File: src/rtl/drive_guard_pkg.sv
package drive_guard_pkg;

  typedef enum logic [1:0] {
    GM_IDLE  = 2'd0,
    GM_BRAKE = 2'd1,
    GM_RUN   = 2'd2
  } guard_mode_t;

  function automatic guard_mode_t decode_mode(input logic stop, input logic brake);
    if (stop)       return GM_IDLE;
    else if (brake) return GM_BRAKE;
    else            return GM_RUN;
  endfunction

  function automatic int unsigned sat_inc(input int unsigned v, input int unsigned lim);
    return (v >= lim) ? lim : v + 1;
  endfunction

endpackage

File: src/rtl/guard_stall_timer.sv
module guard_stall_timer #(
  parameter int unsigned LIMIT = 70
) (
  input  logic clk,
  input  logic rst_n,
  input  logic hold,
  input  logic tick,
  input  logic lock_ok,
  output logic fault
);
  import drive_guard_pkg::*;

  localparam int unsigned CW = $clog2(LIMIT + 1);

  logic [CW-1:0] cnt;
  logic          expire;

  assign expire = tick && !lock_ok && (int'(cnt) == int'(LIMIT) - 1);

  always_ff @(posedge clk or negedge rst_n) begin
    if (!rst_n) begin
      cnt   <= '0;
      fault <= 1'b0;
    end else if (hold) begin
      cnt   <= '0;
      fault <= 1'b0;
    end else begin
      if (lock_ok)   cnt <= '0;
      else if (tick) cnt <= CW'(sat_inc(int'(cnt), LIMIT));
      if (expire)    fault <= 1'b1;
    end
  end

  // a set fault stays set until released
  a_r4_fault_latched: assert property (@(posedge clk) disable iff (!rst_n)
    (fault && !hold) |=> fault);
  // stop, brake or disabled oscillator releases the fault
  a_r5_release: assert property (@(posedge clk) disable iff (!rst_n)
    hold |=> !fault);
  // a cycle in lock cannot raise the fault
  a_r3_lock_blocks: assert property (@(posedge clk) disable iff (!rst_n)
    (!fault && lock_ok) |=> !fault);
endmodule

File: src/rtl/guard_clk_watch.sv
module guard_clk_watch #(
  parameter int unsigned LOSS_TICKS = 2
) (
  input  logic clk,
  input  logic rst_n,
  input  logic hold,
  input  logic tick,
  input  logic clk_edge,
  output logic lost
);
  import drive_guard_pkg::*;

  localparam int unsigned MW = $clog2(LOSS_TICKS + 1);

  logic [MW-1:0] miss;

  always_ff @(posedge clk or negedge rst_n) begin
    if (!rst_n)         miss <= '0;
    else if (hold)      miss <= '0;
    else if (clk_edge)  miss <= '0;
    else if (tick)      miss <= MW'(sat_inc(int'(miss), LOSS_TICKS));
  end

  assign lost = (int'(miss) == int'(LOSS_TICKS));

  // an edge clears clock loss on the next cycle
  a_r7_edge_clears: assert property (@(posedge clk) disable iff (!rst_n)
    clk_edge |=> !lost);
  // held watcher never reports loss
  a_r9_hold_clears: assert property (@(posedge clk) disable iff (!rst_n)
    hold |=> !lost);
  // loss only appears on a tick
  a_r6_loss_on_tick: assert property (@(posedge clk) disable iff (!rst_n)
    (!lost && !tick) |=> !lost);
endmodule

File: src/rtl/drive_guard.sv
module drive_guard #(
  parameter int unsigned STALL_TICKS = 70,
  parameter int unsigned LOSS_TICKS  = 2
) (
  input  logic clk,
  input  logic rst_n,
  input  logic ref_tick,
  input  logic ref_osc_en,
  input  logic lock_ok,
  input  logic clk_edge,
  input  logic uv_flag,
  input  logic stop_req,
  input  logic brake_req,
  output logic hs_inhibit,
  output logic stall_fault
);
  import drive_guard_pkg::*;

  guard_mode_t mode;
  logic        stall_hold;
  logic        watch_hold;
  logic        clk_lost;

  assign mode       = decode_mode(stop_req, brake_req);
  assign stall_hold = (mode != GM_RUN) || !ref_osc_en;
  assign watch_hold = (mode == GM_IDLE) || !ref_osc_en;

  guard_stall_timer #(.LIMIT(STALL_TICKS)) u_stall (
    .clk     (clk),
    .rst_n   (rst_n),
    .hold    (stall_hold),
    .tick    (ref_tick),
    .lock_ok (lock_ok),
    .fault   (stall_fault)
  );

  guard_clk_watch #(.LOSS_TICKS(LOSS_TICKS)) u_watch (
    .clk      (clk),
    .rst_n    (rst_n),
    .hold     (watch_hold),
    .tick     (ref_tick),
    .clk_edge (clk_edge),
    .lost     (clk_lost)
  );

  assign hs_inhibit = stall_fault | clk_lost | uv_flag;

  // without the oscillator neither timed protection can be active
  a_r10_osc_off: assert property (@(posedge clk) disable iff (!rst_n)
    !ref_osc_en |=> (!stall_fault && !clk_lost));
  // a latched stall always inhibits the drive
  a_r11_stall_inhibits: assert property (@(posedge clk) disable iff (!rst_n)
    stall_fault |-> hs_inhibit);
  // state released on reset exit
  a_r1_reset_clean: assert property (@(posedge clk)
    $rose(rst_n) |-> !stall_fault);
endmodule

File: config.mk
export PLATFORM = sky130hd
export DESIGN_NAME = drive_guard
export DESIGN_NICKNAME = d
export VERILOG_FILES = /design/src/rtl/drive_guard_pkg.sv /design/src/rtl/guard_stall_timer.sv /design/src/rtl/guard_clk_watch.sv /design/src/rtl/drive_guard.sv
export SDC_FILE = /design/constraint.sdc
export NUM_CORES = 1
export LEC_CHECK = 0
export BUFFER_PORTS_ARGS = -buffer_cell sky130_fd_sc_hd__buf_2
export CORE_UTILIZATION = 45
export DETAILED_ROUTE_END_ITERATION = 12
export GPL_ROUTABILITY_DRIVEN = 0
export PLACE_DENSITY = 0.67
export SYNTH_ARGS = -nofsm -noshare
export SYNTH_HDL_FRONTEND = slang
export SYNTH_SLANG_ARGS = --single-unit
File: constraint.sdc
create_clock -name clk -period 3.1 [get_ports clk]
set_clock_uncertainty 0.05 [all_clocks]
set_input_delay 0.62 -clock clk [delete_from_list [all_inputs] [get_ports clk]]
set_output_delay 0.62 -clock clk [all_outputs]
set_load 0.05 [all_outputs]
==> results.txt <==
RSZ-0062 raised after global routing = no
MaxCap Viol Count = 0
number of CTS-inserted buffers = 3
io pins = 11
CP Data Required Time = 2.43 ns
number of global-route vias before repair = 440
area grow syn2layout = 16.3%
Sw Share = 23.6%
ys async rst share = 100%
hold buffers post-CTS = 0
H-Tree Depth = 1
WL/cell = 13.3 microns
delay-heaviest family, CP = flip-flops
Final Routed Wirelength = 1190 microns
Clock power frac = 44.2%
IO Port Bufs = 10
ordered cell list for the critical path = o21ai_0, buf_2
synth warn = 0
CTS tree = yes
Fill cells = 102
post-CTS setup buffer count = 0
die extent in x = 38.0 microns
final cell count without fillers = 89
final period utilization = 57.1%
Vias = 491
Synth cell types = 31
core footprint = 0.00116 sq mm
Site Rows = 12
Worst-Skew Late Latency = 0.28 ns
antenna violations before repair = 0
sw power = 65.1 uW
pre-CTS setup slack = 1.20 ns
Worst-path clk slew = 0.07 ns
cts repair resizes = 0
register bit total from synthesis = 10
cell leakage power = 0.000324 uW
power per cell area = 406 mW/mm^2
Seq/Total Area, Yosys = 42.8%
WP buf/inv = 1
Crit path largest cell delay = 0.40 ns
root buf cell = clkbuf_4
GR Util met3 = 5.23%
Period minus WS final = 1.77 ns
Final Max Slew Viols = 0
Starting Density = 50.5%
Most Crowded Layer GR = met2
Via density = 5.52
CP max-delay cell = dfrtp_1
Die Height = 38.0 microns
Mapped Cells = 63
Final Hold Fails = 0
largest net degree at the start of global routing = 11
Post-synth top cells = 10 x dfrtp_1, 6 x nor2_1, 5 x a21oi_1
Tot GR Track Use = 21.3%
final setup fails = 0
Worst Hold Class = in -> async
post-DP HPWL = 900 microns
crit path kind = reg -> out
CP Capture Type = output port
initial drt markers = 15
global-route wire length before repair = 2000 microns
Cell Count Post-Placement = 85
CP startpoint kind = flip-flop
worst-path fanout max = 4
Synth area leaders = dfrtp_1 43%, ha_1 6.4%, a21oi_1 4.3%, nor2_1 3.9%, nor3_1 3.4%
TritonCTS Sinks = 10
# DRC = 0
Peak supply drop = 249 uV
grt met2 use = 31.8%
number of flops mapped to enable cells by yosys = 0
ANT cells = 0
Detail Route Antenna Nets = 0
1st-pass router iterations = 4
relative slew slack = 75.6%
total congestion overflow = 0
Setup TNS = 0 ns
Max Fclk = 565 MHz
share of post-route cells with drive strength above 1 = 21.3%
cell accounting for the most synthesized area = dfrtp_1
syn_area_per_cell = 9.27 sq um
worst slew pin tran = 0.363 ns
Layout Nets = 88
top-count cell post-synth = dfrtp_1
top-area cell type share of the netlist area = 42.8%
buffer levels on the longest clock path = 2
Synth Cell Area = 584 sq um
Final WS setup = 1.33 ns
post-layout util = 58.8%
Reg power frac = 47.8%
Gate power share = 8.1%
met1 Use GR = 27.1%
syn nets = 75
Final Power = 276 uW
critical path arrival = 1.10 ns
full die area = 0.00145 sq mm
Pint = 211 uW
ys flop type = dfrtp_1
run status = finished clean
==> layout make-up <==
type	count	area, sq um	share of cell area (%)
flip-flops and latches	10	250	36.8
multi-input cells	47	310	45.7
inverters	4	15.0	2.21
well taps	14	17.5	2.58
repair buffers	10	50.0	7.37
clock buffers	4	36.3	5.34
==> routing by layer <==
metal | routed length (microns) | vias up
li1 | - | 249
met1 | 552 | 228
met2 | 550 | 10
met3 | 57 | 4
met4 | 25 | 0
met5 | 0 | -
==> cells in the final DEF, fill, tap and decap left out, types with 2 or more instances in the layout <==
cell,n
nand2_1,2
inv_1,4
nor2_1,6
ha_1,3
a21oi_1,5
o31ai_1,2
buf_2,10
nor3_1,4
dfrtp_1,10
o21ai_0,2
or3_1,2
nand3_1,3
clkbuf_4,3
==> power by group through the flow <==
stage	sequential (uW)	combinational, uW	clock [uW]
final	132	22.3	122
after global routing	132	25.0	132
after CTS	132	22.7	128
after detailed placement	134	22.6	0
after global placement	134	22.4	0
after floorplan	134	12.3	0
==> final timing paths <==
check / startpoint / to / slack (ns) / cells past startpoint
worst max-delay path: u_watch.miss[0] / hs_inhibit / 1.33 / 2
min in group clk: brake_req / u_stall.fault / 0.46 / 2
max in group asynchronous: rst_n / u_stall.cnt[0] / 2.68 / 1
worst min register to register: u_stall.cnt[2] / u_stall.cnt[2] / 0.51 / 1
worst min-delay path: rst_n / u_stall.cnt[3] / 0.13 / 1
worst max register to register: u_stall.cnt[3] / u_stall.fault / 1.59 / 4
==> per-stage QoR <==
stage          cell area [sq um]  hold slack (ns)
2_1_floorplan                584            0.274
3_3_place_gp                 643            0.443
3_5_place_dp                 643            0.443
4_1_cts                      679            0.138
5_1_grt                      679            0.154
6_report                     679            0.135
==> state kept, by name, indices dropped and copies added, names as in the netlist <==
signal,count
u_watch.miss,2
u_stall.fault,1
u_stall.cnt,7
==> cells by family (layout without fill, tap and decap cells) <==
group,after synthesis,count (layout),share of synthesized area [%]
flops,10,10,42.8
fa+ha+maj,3,3,6.42
buf+inv,6,18,4.07
xor+xnor,2,2,3.00
compound gates,17,17,19.5
mux,1,1,1.71
simple gates,24,24,22.5
No activity file was read; power rests on OpenSTA's default activity.
